File: src/rtl/dma_addr_pkg.sv
// Package: shared types and helpers for the DMA address generator.
// Assumes: one page byte and one upper-page byte per channel.
package dma_addr_pkg;

    // Transfer width of the channel being served.
    typedef enum logic {
        XFER_BYTE = 1'b0,
        XFER_WORD = 1'b1
    } xfer_kind_e;

    // Amount added to the combined page on an extended rollover.
    function automatic int unsigned page_carry_step(xfer_kind_e kind);
        return (kind == XFER_WORD) ? 2 : 1;
    endfunction

endpackage

File: src/rtl/dma_cur_addr.sv
// Module: dma_cur_addr
// Holds the 16-bit current transfer address. A load has priority over a step.
// Flags a rollover step (step at all-ones with no load) for the page logic.
// Assumes: synchronous active-low reset; strobes are single-cycle qualified.
module dma_cur_addr #(
    parameter int ADDR_W = 16
) (
    input  logic              clk,
    input  logic              rst_n,
    input  logic              ld,
    input  logic [ADDR_W-1:0] ld_data,
    input  logic              step,
    output logic [ADDR_W-1:0] cur,
    output logic              rollover
);
    localparam logic [ADDR_W-1:0] ALL_ONES = {ADDR_W{1'b1}};
    localparam logic [ADDR_W-1:0] ONE      = {{(ADDR_W-1){1'b0}}, 1'b1};

    // Rollover: the step that wraps the counter, unless a load overrides it.
    assign rollover = step && !ld && (cur == ALL_ONES);

    // Update the current address: load first, otherwise advance on step.
    always_ff @(posedge clk) begin
        if (!rst_n)
            cur <= '0;
        else if (ld)
            cur <= ld_data;
        else if (step)
            cur <= cur + ONE;
    end


    load_capture_chk: assert property (@(posedge clk) disable iff (!rst_n)
        ld |=> cur == $past(ld_data));


    step_incr_chk: assert property (@(posedge clk) disable iff (!rst_n)
        (step && !ld) |=> cur == $past(cur) + ONE);


    wrap_zero_chk: assert property (@(posedge clk) disable iff (!rst_n)
        rollover |=> cur == '0);

endmodule

File: src/rtl/dma_page_bank.sv
// Module: dma_page_bank
// Holds the page and upper-page registers and the extended-mode flag.
// An upper-page write arms extended mode. A page write alone disarms it.
// When armed, a rollover advances {upper, page} by 1 (byte) or 2 (word).
// Assumes: page writes have priority over a carry in the same cycle.
module dma_page_bank
    import dma_addr_pkg::*;
#(
    parameter int PAGE_W  = 8,
    parameter int UPAGE_W = 8
) (
    input  logic               clk,
    input  logic               rst_n,
    input  xfer_kind_e         kind,
    input  logic               page_we,
    input  logic [PAGE_W-1:0]  page_wdata,
    input  logic               upage_we,
    input  logic [UPAGE_W-1:0] upage_wdata,
    input  logic               rollover,
    output logic [PAGE_W-1:0]  page,
    output logic [UPAGE_W-1:0] upage,
    output logic               ext_on
);
    localparam int COMB_W = PAGE_W + UPAGE_W;

    logic [COMB_W-1:0] comb_now;
    logic [COMB_W-1:0] comb_inc;
    logic [COMB_W-1:0] comb_next;
    logic              any_we;
    logic              do_carry;

    assign comb_now = {upage, page};
    assign any_we   = page_we || upage_we;
    assign do_carry = rollover && ext_on && !any_we;

    // Increment amount: the carry enters at bit 0 or bit 1, by channel kind.
    always_comb begin
        comb_inc  = COMB_W'(page_carry_step(kind));
        comb_next = comb_now + comb_inc;
    end

    // Extended-mode flag: an upper-page write wins over a page write.
    always_ff @(posedge clk) begin
        if (!rst_n)
            ext_on <= 1'b0;
        else if (upage_we)
            ext_on <= 1'b1;
        else if (page_we)
            ext_on <= 1'b0;
    end

    // Page register: a write wins, otherwise take the carried value.
    always_ff @(posedge clk) begin
        if (!rst_n)
            page <= '0;
        else if (page_we)
            page <= page_wdata;
        else if (do_carry)
            page <= comb_next[PAGE_W-1:0];
    end

    // Upper-page register: a write wins, otherwise take the carried value.
    always_ff @(posedge clk) begin
        if (!rst_n)
            upage <= '0;
        else if (upage_we)
            upage <= upage_wdata;
        else if (do_carry)
            upage <= comb_next[COMB_W-1:PAGE_W];
    end


    wrap_hold_chk: assert property (@(posedge clk) disable iff (!rst_n)
        (rollover && !ext_on && !any_we) |=> ({upage, page} == $past({upage, page})));


    byte_carry_chk: assert property (@(posedge clk) disable iff (!rst_n)
        (rollover && ext_on && !any_we && kind == XFER_BYTE)
            |=> ({upage, page} == $past({upage, page}) + COMB_W'(1)));


    word_carry_chk: assert property (@(posedge clk) disable iff (!rst_n)
        (rollover && ext_on && !any_we && kind == XFER_WORD)
            |=> ({upage, page} == $past({upage, page}) + COMB_W'(2)));


    arm_chk: assert property (@(posedge clk) disable iff (!rst_n)
        upage_we |=> ext_on);


    disarm_chk: assert property (@(posedge clk) disable iff (!rst_n)
        (page_we && !upage_we) |=> !ext_on);


    write_wins_chk: assert property (@(posedge clk) disable iff (!rst_n)
        (page_we && rollover) |=> page == $past(page_wdata));

endmodule

File: src/rtl/dma_addr_map.sv
// Module: dma_addr_map
// Combinational mapping of upper page, page and current address onto the
// physical address. A word channel shifts the address left by one and drops
// page bit 0. Assumes: PHYS_W equals the sum of the three field widths.
module dma_addr_map
    import dma_addr_pkg::*;
#(
    parameter int ADDR_W  = 16,
    parameter int PAGE_W  = 8,
    parameter int UPAGE_W = 8
) (
    input  xfer_kind_e                         kind,
    input  logic [UPAGE_W-1:0]                 upage,
    input  logic [PAGE_W-1:0]                  page,
    input  logic [ADDR_W-1:0]                  cur,
    output logic [UPAGE_W+PAGE_W+ADDR_W-1:0]   phys
);
    localparam int PHYS_W = UPAGE_W + PAGE_W + ADDR_W;

    logic [PHYS_W-1:0] byte_form;
    logic [PHYS_W-1:0] word_form;

    // Build both layouts and pick one by channel kind.
    always_comb begin
        byte_form = {upage, page, cur};
        word_form = {upage, page[PAGE_W-1:1], cur, 1'b0};
        phys      = (kind == XFER_WORD) ? word_form : byte_form;
    end

endmodule

File: src/rtl/dma_addr_gen.sv
// Module: dma_addr_gen (top)
// Physical address generator for one DMA channel: a current-address counter,
// a page bank with extended-mode carry, and a combinational address mapper.
// Assumes: synchronous active-low reset; all strobes sampled on rising clk.
module dma_addr_gen
    import dma_addr_pkg::*;
#(
    parameter int ADDR_W  = 16,
    parameter int PAGE_W  = 8,
    parameter int UPAGE_W = 8,
    localparam int PHYS_W = UPAGE_W + PAGE_W + ADDR_W
) (
    input  logic               clk,
    input  logic               rst_n,
    input  logic               word_chan,
    input  logic               page_we,
    input  logic [PAGE_W-1:0]  page_wdata,
    input  logic               upage_we,
    input  logic [UPAGE_W-1:0] upage_wdata,
    input  logic               addr_ld,
    input  logic [ADDR_W-1:0]  addr_ld_data,
    input  logic               step,
    output logic [PHYS_W-1:0]  phys_addr
);
    xfer_kind_e         kind;
    logic [ADDR_W-1:0]  cur;
    logic               rollover;
    logic [PAGE_W-1:0]  page;
    logic [UPAGE_W-1:0] upage;
    logic               ext_on;

    assign kind = word_chan ? XFER_WORD : XFER_BYTE;

    dma_cur_addr #(.ADDR_W(ADDR_W)) u_cur (
        .clk      (clk),
        .rst_n    (rst_n),
        .ld       (addr_ld),
        .ld_data  (addr_ld_data),
        .step     (step),
        .cur      (cur),
        .rollover (rollover)
    );

    dma_page_bank #(.PAGE_W(PAGE_W), .UPAGE_W(UPAGE_W)) u_page (
        .clk         (clk),
        .rst_n       (rst_n),
        .kind        (kind),
        .page_we     (page_we),
        .page_wdata  (page_wdata),
        .upage_we    (upage_we),
        .upage_wdata (upage_wdata),
        .rollover    (rollover),
        .page        (page),
        .upage       (upage),
        .ext_on      (ext_on)
    );

    dma_addr_map #(.ADDR_W(ADDR_W), .PAGE_W(PAGE_W), .UPAGE_W(UPAGE_W)) u_map (
        .kind  (kind),
        .upage (upage),
        .page  (page),
        .cur   (cur),
        .phys  (phys_addr)
    );


    idle_hold_chk: assert property (@(posedge clk) disable iff (!rst_n)
        (!step && !addr_ld && !page_we && !upage_we)
            |=> (!$stable(word_chan) || $stable(phys_addr)));


    word_align_chk: assert property (@(posedge clk) disable iff (!rst_n)
        word_chan |-> phys_addr[0] == 1'b0);

endmodule

File: config.mk
export PLATFORM = sky130hd
export DESIGN_NAME = dma_addr_gen
export DESIGN_NICKNAME = d
export VERILOG_FILES = /design/src/rtl/dma_addr_pkg.sv /design/src/rtl/dma_cur_addr.sv /design/src/rtl/dma_page_bank.sv /design/src/rtl/dma_addr_map.sv /design/src/rtl/dma_addr_gen.sv
export SDC_FILE = /design/constraint.sdc
export NUM_CORES = 1
export LEC_CHECK = 0
export ABC_CLOCK_PERIOD_IN_PS = 3000
export BUFFER_PORTS_ARGS = -buffer_cell sky130_fd_sc_hd__buf_2
export CORE_MARGIN = 1.5
export CORE_UTILIZATION = 35
export CTS_CLUSTER_DIAMETER = 150
export DETAILED_ROUTE_END_ITERATION = 12
export PLACE_DENSITY = 0.58
export SYNTH_ARGS = -nofsm -noshare
export SYNTH_HDL_FRONTEND = slang
export SYNTH_SLANG_ARGS = --single-unit
export TNS_END_PERCENT = 20
File: constraint.sdc
create_clock -name clk -period 3 [get_ports clk]
set_input_delay 0.6 -clock clk [delete_from_list [all_inputs] [get_ports clk]]
set_output_delay 0.6 -clock clk [all_outputs]
set_load 0.1 [all_outputs]
== After elaboration in Yosys (flattened, before gate mapping) ==
Index checks and enable logic that the tools add are counted.

* Output and inout port bits: 32
* Word-level logic and storage cells: 29
* Flip-flop bits (word level): 33

* Muxes and demuxes: 11
* Eq/ne operators: 1
* Add/sub/neg operators: 2
* Reductions and logical operators: 11

{| class="wikitable"
|+ Operator list
! kind !! count
|-
| two-way mux 16 bit || 2
|-
| two-way mux 8 bit || 4
|-
| two-way mux 17 bit || 1
|-
| adder 16 x 1 -> 16 bit, second input constant || 1
|-
| adder 16 x 2 -> 16 bit || 1
|-
| == test 16 bit, second input constant || 1
|-
| nonzero test 2 bit || 4
|-
| logical AND 1 bit || 4
|-
| two-way mux 1 bit || 3
|-
| zero test 1 bit || 2
|-
| two-way mux 2 bit || 1
|-
| logical OR 1 bit || 1
|}

== Logic depth before layout (Yosys ltp) ==
Gate-level depths: netlist of run 1.

* Depth after elaboration: 7
* Mapped depth: 9
* Gate-level depth less buffers: 8

== Cells and area by module ==
From an unflattened synthesis of run 1, not the netlist that was laid out.

* Cell total of the unflattened synthesis: 270
* Area, all modules: 2334.7 um2

{| class="wikitable"
|+ Modules (own cells, without submodules)
! module !! sequential area each (um2) !! area an instance (um2) !! instances !! cells an instance
|-
| dma_cur_addr || 320.3 || 985.9 || 1 || 114
|-
| dma_page_bank || 340.3 || 982.2 || 1 || 122
|-
| dma_addr_map || 0.0 || 366.6 || 1 || 34
|}

== Worst setup path after synthesis of run 1 ==
OpenSTA, ideal clock, no wires.

* Path kind: in2out
* Start point: input word_chan
* End point: output phys_addr[10]
* Arrival: 2.894 ns
* Stages: 2
* Path slack: -0.494 ns
* Path buffers: 1
* Required time: 2.400 ns
* Path through: clkbuf_1 > o21ai_0

* Longest elaborated chain between the ends: 2

{| class="wikitable"
|+ Ends and longest elaborated chain
! item !! RTL line !! source
|-
| start: declaration || dma_addr_gen.sv:15 || <nowiki>input logic word_chan,</nowiki>
|-
| two-way mux 1 bit || dma_addr_gen.sv:32 || <nowiki>assign kind = word_chan ? XFER_WORD : XFER_BYTE;</nowiki>
|-
| two-way mux 17 bit || dma_addr_map.sv:27 || <nowiki>phys = (kind == XFER_WORD) ? word_form : byte_form;</nowiki>
|-
| end: declaration || dma_addr_gen.sv:23 || <nowiki>output logic [PHYS_W-1:0] phys_addr</nowiki>
|}

Every way passes these cells.

== Worst setup path after layout of run 1 ==
* Start point: input word_chan
* End point: register u_page.upage[2]

* Longest elaborated chain between the ends: 5

{| class="wikitable"
|+ Ends and longest elaborated chain
! item !! RTL line !! source
|-
| two-way mux 1 bit || dma_addr_gen.sv:32 ||
|-
| two-way mux 2 bit || dma_addr_pkg.sv:13 || <nowiki>return (kind == XFER_WORD) ? 2 : 1;</nowiki>
|-
| adder 16 x 2 -> 16 bit || dma_page_bank.sv:39 || <nowiki>comb_next = comb_now + comb_inc;</nowiki>
|-
| two-way mux 8 bit || dma_page_bank.sv:68 || <nowiki>else if (do_carry)</nowiki>
|-
| two-way mux 8 bit || dma_page_bank.sv:66 || <nowiki>else if (upage_we)</nowiki>
|-
| end signal: assignment || dma_page_bank.sv:67 || <nowiki>upage <= upage_wdata;</nowiki>
|-
| end signal: assignment || dma_page_bank.sv:69 || <nowiki>upage <= comb_next[COMB_W-1:PAGE_W];</nowiki>
|-
| end: declaration || dma_page_bank.sv:21 || <nowiki>output logic [UPAGE_W-1:0] upage,</nowiki>
|}

Every way passes these cells. The select of a mux whose other input is x is not followed.
A chain may end at the register's enable or synchronous reset.

==> impl_metrics.csv, run 1 <==
group,metric,value,unit
drt,drc,0,
die,initial_core_util,0.359,
global_routing,first_global_vias,2270,
synthesis,ys_async_sr_fraction,0,
placed_design,dpl_cell_area,2670,µm²
synthesis,syn_area_per_cell,8.00,µm²
clock_network,cts_buffers,5,
synthesis,synth_largest_area_cell,"dfxtp_1",
synthesis,ys.warnings.count,0,
timing,finalMaxSlewViolations,0,
clock_network,clk-insertion-delay-late,0.29,ns
global_routing,grt-ovfl-total,0,
global_routing,antenna_found_initial,0,
drt,wl_met1,3080,µm
die,die_h,83.4,µm
drt,topRoutingLayerUsed,"met4",
setup_path,critPathMaxFanout,8,
global_routing,gr-usage-all-layers,0.189,
placed_design,pre_cts_ws,0.424,ns
clock_network,cts_tree,"built",
timing,fin_crit,2.31,ns
timing,finalSetupViolCount,0,
layout,nNetsFinal,389,
die,io_pins,71,
placed_design,hpwl,4730,µm
die,core-area,6310,µm²
power_and_ir_drop,irDropWorstVdd,169,µV
synthesis,synth_cells,283,
synthesis,ys.flop_type,"dfxtp_1",
power_and_ir_drop,pwr_density_cell,457,nW/µm²
global_routing,grt_pass1_wl,10800,µm
drt,antenna_left,0,
placed_design,place_congestion,0.869,
synthesis,synth_common_cells,"33 x dfxtp_1, 19 x nor2_1, 19 x o21ai_0",
setup_path,critPathCaptureType,"flip-flop",
clock_network,cts_num_sinks,33,
die,die_w,83.4,µm
drt,drt_iter0_markers,135,
layout,post-route-util,0.435,
synthesis,synth_seq_area_share,0.292,
timing,timing.final.ws_setup,0.694,ns
timing,max_freq,434,MHz
clock_network,ctsRootBufferMaster,"clkbuf_8",
setup_path,critPathLaunchType,"primary input",
layout,final_area,2750,µm²
clock_network,clk_pin_slew_worst_paths,0.07,ns
timing,rsz0062_at_grt,"false",
drt,routed-wl-met3,338,µm
synthesis,yosys_register_bits,33,
global_routing,grt_start_max_net_pins,26,
placed_design,io_buffers,70,
timing,slew_headroom,0.545,
timing,fin_worst_skew,0.00677,ns
flow_run,drv_cap,0,
synthesis,synth.most_common_cell,"dfxtp_1",
drt,dr_total_vias,2378,
drt,post_drt_wl_per_cell,15.2,µm
synthesis,synth_fp_nets,326,
synthesis,synth_area_leaders,"dfxtp_1 29%, mux2_2 6.0%, o21ai_0 4.2%",
setup_path,required,3.22,ns
timing,worst_slew_pin_slew,0.678,ns
die,die_area,6960,µm²
drt,route.met2.wl,2920,µm
power_and_ir_drop,power_leakage,1.10,nW
timing,hold_slack,0.546,ns
timing,hold_violations,0,
synthesis,synth_edf_count,0,
drt,viasPerCell,5.61,
setup_path,critPathKind,"in -> reg",
power_and_ir_drop,total_power,0.00126,W
drt,first_pass_iters,4,
setup_path,cp.arrival,2.52,ns
synthesis,ys_types,49,
clock_network,cts_resized,0,
layout,layout-drive-gt1-share,0.297,
outcome,status,"completed",
synthesis,synth_top_area_frac,0.292,
clock_network,clock_path_buffers,2,
hold_path,min_path_type,"in -> reg",
timing,period_share,0.769,
drt,wl,6450,µm
layout,diodes,0,
synthesis,synth_area,2260,µm²
clock_network,holdBufCountCts,0,
layout,syn_to_final_growth,21.2,%
clock_network,postCtsSetupBuffers,0,
clock_network,htreeDepth,2,
die,rows,29,
==> per-layer routing <==
metal	vias to the layer above	global-route usage
li1	1181	-
met2	66	0.287
met4	0	0.0671
met5	-	0
met1	1122	0.264
met3	9	0.0417
==> flip-flops by register name, summed over array words and instances, names as in the netlist <==
name,cells
u_page.ext_on,1
u_page.upage,8
u_cur.cur,16
u_page.page,8
==> path summary, 6_finish.rpt <==
| kind | from | endpoint | slack [ns] | cells past startpoint |
|---|---|---|---|---|
| worst max-delay path | word_chan | u_page.upage[2] | 0.69 | 9 |
| worst min register to register | u_page.page[0] | u_page.page[0] | 0.55 | 2 |
| worst min-delay path | addr_ld_data[0] | u_cur.cur[0] | 0.55 | 3 |
| worst max register to register | u_cur.cur[7] | u_page.upage[2] | 0.83 | 4 |
==> stage by stage <==
step / setup TNS [ns] / instances
floorplan: -1.98 / 283
global placement: 0 / 416
detailed placement: 0 / 416
CTS: 0 / 424
global route: 0 / 424
finish: 0 / 424
==> power breakdown <==
group	internal [W]	leakage, nW	switching [W]	total, W
registers	0.000467	0.273	0.0000418	0.000509
clock network	0.000165	0.0395	0.000169	0.000334
logic	0.0000967	0.786	0.000316	0.000412
==> layout make-up <==
cell class | instances | area, µm²
fillers | 690 | 3570
well taps | 77 | 96.3
clock buffers | 8 | 80.1
multi-input cells | 212 | 1430
flip-flops and latches | 33 | 661
repair buffers | 79 | 418
inverters | 15 | 56.3
==> cells by family (layout without fill, tap and decap cells) <==
group,count (synthesis),count (layout),synth area share
xor+xnor,12,12,0.0464
fa+ha+maj,4,4,0.0254
compound gates,64,64,0.188
mux,16,16,0.0773
flops,33,33,0.292
simple gates,116,116,0.296
buf+inv,38,102,0.0751
==> cells in the final DEF (no fill, tap or decap), drive strengths merged, types with 2 or more instances in the layout <==
cell / count
nand4: 15
buf: 79
or3: 6
and2: 2
clkbuf: 8
inv: 14
and4: 3
nor2b: 3
or3b: 2
o2111a: 2
mux2i: 4
nor2: 19
a21boi: 3
ha: 3
and3: 5
a31oi: 5
nand4b: 4
nor3: 6
dfxtp: 33
nor3b: 3
xor2: 2
o211ai: 2
or4: 2
a311o: 2
nand3: 15
a41oi: 2
xnor2: 10
a21oi: 11
o21ai: 19
a311oi: 4
nand2: 17
a221oi: 2
a211oi: 8
mux2: 12
nor4: 10
==> critical path, cell delays in order <==
cell and delay (ns):
buf_2 0.15, inv_1 0.11, ha_1 0.18, inv_1 0.05
fa_1 0.39, and3b_1 0.28, nand3_1 0.12, or4_1 0.49
a21oi_1 0.15
No activity file was read; power rests on OpenSTA's default activity.
==> run 2, diff against run 1 <==
--- a/config.mk
+++ b/config.mk
@@ -5,13 +5,14 @@
 export SDC_FILE = /design/constraint.sdc
 export NUM_CORES = 1
 export LEC_CHECK = 0
-export ABC_CLOCK_PERIOD_IN_PS = 3000
+export ABC_AREA = 1
+export ABC_CLOCK_PERIOD_IN_PS = 2000
 export BUFFER_PORTS_ARGS = -buffer_cell sky130_fd_sc_hd__buf_2
 export CORE_MARGIN = 1.5
 export CORE_UTILIZATION = 35
 export CTS_CLUSTER_DIAMETER = 150
 export DETAILED_ROUTE_END_ITERATION = 12
-export PLACE_DENSITY = 0.58
+export PLACE_DENSITY = 0.6
 export SYNTH_ARGS = -nofsm -noshare
 export SYNTH_HDL_FRONTEND = slang
 export SYNTH_SLANG_ARGS = --single-unit
==> constraint.sdc (replaced) <==
create_clock -name clk -period 2 [get_ports clk]
set_input_delay 0.4 -clock clk [delete_from_list [all_inputs] [get_ports clk]]
set_output_delay 0.4 -clock clk [all_outputs]
set_load 0.1 [all_outputs]
==> run 2 against run 1 <==
  * Final cell count rose by 38%
  * Critical path depth rose by 5
  * Combinational power rose by 71%
  * Sequential power rose by 48%
  * Clock power rose by 100%
  * Worst hold slack got worse by 0.17 ns
  * Via count rose by 19%
  * First-iteration DRC count did not move
  * Synthesized cell count rose by 47%
  * Non-clock buffer count rose by 3
  * Largest power group unchanged
==> impl_metrics.csv, run 2 <==
group,metric,value,unit
layout,layout-drive-gt1-share,0.260,
drt,viasPerCell,4.85,
global_routing,grt-ovfl-total,0,
setup_path,rr_worst_depth,14,
power_and_ir_drop,clockPowerShare,0.318,
timing,worst_slew_pin_slew,0.489,ns
setup_path,critPathLaunchType,"flip-flop",
synthesis,synth_edf_count,0,
layout,reg_top3,"u_cur.cur: 16 flops, u_page.page: 8 flops, u_page.upage: 8 flops",
drt,route.met2.wl,3150,µm
flow_run,drv_cap,0,
setup_path,path_buf_inv,3,
clock_network,clk_pin_slew_worst_paths,0.08,ns
die,die_w,87.0,µm
power_and_ir_drop,p_sw,0.000816,W
setup_path,critPathKind,"reg -> reg",
synthesis,synth_cells,416,
synthesis,ys.warnings.count,0,
clock_network,clk-insertion-delay-late,0.29,ns
setup_path,crit_slowest_cell,"fa_1",
synthesis,synth_common_cells,"142 x nand2_1, 45 x inv_1, 38 x nor2_1",
setup_path,critPathCaptureType,"flip-flop",
timing,fin_worst_skew,0.00770,ns
synthesis,synth_area,2470,µm²
power_and_ir_drop,p_seq_frac,0.352,
layout,largest_reg_flops,16,
power_and_ir_drop,total_power,0.00214,W
drt,drt_iter0_markers,135,
placed_design,pre_cts_ws,-0.0976,ns
setup_path,critPathMaxFanout,5,
timing,hold_slack,0.378,ns
timing,setup_tns,0,ns
die,initial_core_util,0.363,
drt,wl,7160,µm
setup_path,crit_chain,"ha_2, inv_1, fa_1, inv_2, nand2_1, nor2_1, buf_4, nand2_1, nand2_1, nand2_1, nand2_1, nand2_1, a21oi_1, nor2_1",
timing,finalMaxSlewViolations,0,
global_routing,first_global_vias,2624,
layout,nNetsFinal,530,
global_routing,grt_pass1_wl,12200,µm
drt,dr_total_vias,2830,
power_and_ir_drop,pwr_density_cell,635,nW/µm²
layout,layout_common_cells,"142 x nand2_1, 53 x buf_2, 43 x inv_1",
synthesis,synth_area_leaders,"dfxtp_1 27%, nand2_1 22%, nand3_1 7.1%",
setup_path,r2r_slack,0.20,ns
placed_design,hpwl,5440,µm
hold_path,min_path_cells,3,
die,die_h,87.0,µm
die,io_pins,71,
synthesis,ys_async_sr_fraction,0,
setup_path,crit_family,"adder cells",
drt,drc,0,
die,core-area,6790,µm²
drt,antenna_left,0,
synthesis,yosys_register_bits,33,
placed_design,io_buffers,70,
clock_network,cts_buffers,5,
synthesis,synth.most_common_cell,"nand2_1",
power_and_ir_drop,combPwrFrac,0.330,
clock_network,cts_tree,"built",
layout,diodes,0,
clock_network,clock_path_buffers,2,
drt,routed-wl-met3,396,µm
global_routing,grt_start_max_net_pins,27,
synthesis,synth_seq_area_share,0.268,
global_routing,gr-usage-all-layers,0.203,
setup_path,cp.depth,14,
clock_network,holdBufCountCts,0,
clock_network,htreeDepth,2,
layout,syn_to_final_growth,36.3,%
synthesis,syn_area_per_cell,5.93,µm²
clock_network,cts_num_sinks,33,
synthesis,synth_fp_nets,459,
power_and_ir_drop,p_int,0.00132,W
timing,hold_violations,0,
outcome,status,"completed",
drt,wl_met1,3540,µm
timing,slew_headroom,0.676,
layout,top_register,"u_cur.cur",
synthesis,ys_types,31,
setup_path,required,2.19,ns
setup_path,critPathMaxStageDelay,0.37,ns
layout,final_cells,584,
clock_network,ctsRootBufferMaster,"clkbuf_8",
timing,fin_crit,1.80,ns
setup_path,critPathMostFrequentCell,"nand2_1",
die,rows,30,
power_and_ir_drop,irDropWorstVdd,354,µV
die,die_area,7570,µm²
synthesis,synth_top_area_frac,0.268,
setup_path,cp.arrival,1.99,ns
clock_network,postCtsSetupBuffers,0,
timing,period_share,0.902,
timing,rsz0062_at_grt,"false",
synthesis,synth_largest_area_cell,"dfxtp_1",
layout,final_common_cell,"nand2_1",
drt,first_pass_iters,4,
hold_path,min_path_type,"in -> reg",
power_and_ir_drop,swShare,0.382,
layout,multi_input_area,1590,µm²
placed_design,place_congestion,0.878,
global_routing,antenna_found_initial,0,
drt,topRoutingLayerUsed,"met4",
layout,ff_latch_area,662,µm²
placed_design,dpl.cell_count,576,
timing,timing.final.ws_setup,0.196,ns
timing,max_freq,554,MHz
power_and_ir_drop,power_leakage,1.50,nW
layout,nFillCells,738,
timing,finalSetupViolCount,0,
drt,post_drt_wl_per_cell,12.3,µm
synthesis,ys.flop_type,"dfxtp_1",
run 2: per-layer routing:
| metal | vias to the layer above | GRT usage |
|---|---|---|
| li1 | 1472 | - |
| met1 | 1268 | 0.286 |
| met2 | 84 | 0.319 |
| met3 | 6 | 0.0360 |
| met4 | 0 | 0.0499 |
| met5 | - | 0 |
run 2: through the flow:
stage / util / area [µm²]
after detailed placement: 0.478 / 3240
after CTS: 0.495 / 3360
after global placement: 0.478 / 3240
after floorplan: - / 2530
final: 0.495 / 3360
after global routing: 0.495 / 3360
run 2: layout make-up:
| class | instances | area share |
|---|---|---|
| Clock buffer | 7 | 0.0257 |
| Timing Repair Buffer | 82 | 0.207 |
| Clock inverter | 1 | 0.00893 |
| Tap cell | 96 | 0.0357 |
| Multi-Input combinational cell | 316 | 0.472 |
| Inverter | 49 | 0.0547 |
| Sequential cell | 33 | 0.197 |
run 2: kinds of logic after synthesis:
group	Yosys count	share of synthesized area
compound gates	69	0.157
xor+xnor	6	0.0213
fa+ha+maj	4	0.0233
buf+inv	67	0.116
flops	33	0.268
simple gates	237	0.415
run 2: worst reg2reg max path, delay by kind of cell (launching register included):
kind | cells | cell delay, ns
buf+inv | 3 | 0.25
simple gates | 8 | 0.46
fa+ha+maj | 2 | 0.54
compound gates | 1 | 0.11
flops | 1 | 0.34
run 2: what timing repair did:
action                     in CTS  in global routing
setup endpoints to repair       0                  3
hold endpoints to repair        0                  0
gates resized for setup         0                  4
run 2: power by group through the flow:
stage / clock network [W] / logic (W) / registers [W]
6_report: 0.000680 / 0.000705 / 0.000752
5_1_grt: 0.000716 / 0.000752 / 0.000761
4_1_cts: 0.000687 / 0.000708 / 0.000751
3_5_place_dp: 0 / 0.000707 / 0.000767
3_3_place_gp: 0 / 0.000701 / 0.000766
2_1_floorplan: 0 / 0.000438 / 0.000815
run 2: final timing paths:
path                          end            start
setup / recovery  u_page.upage[2]   u_page.page[0]
hold / removal       u_cur.cur[4]  addr_ld_data[4]
setup reg to reg  u_page.upage[2]   u_page.page[0]
hold reg to reg     u_page.ext_on    u_page.ext_on
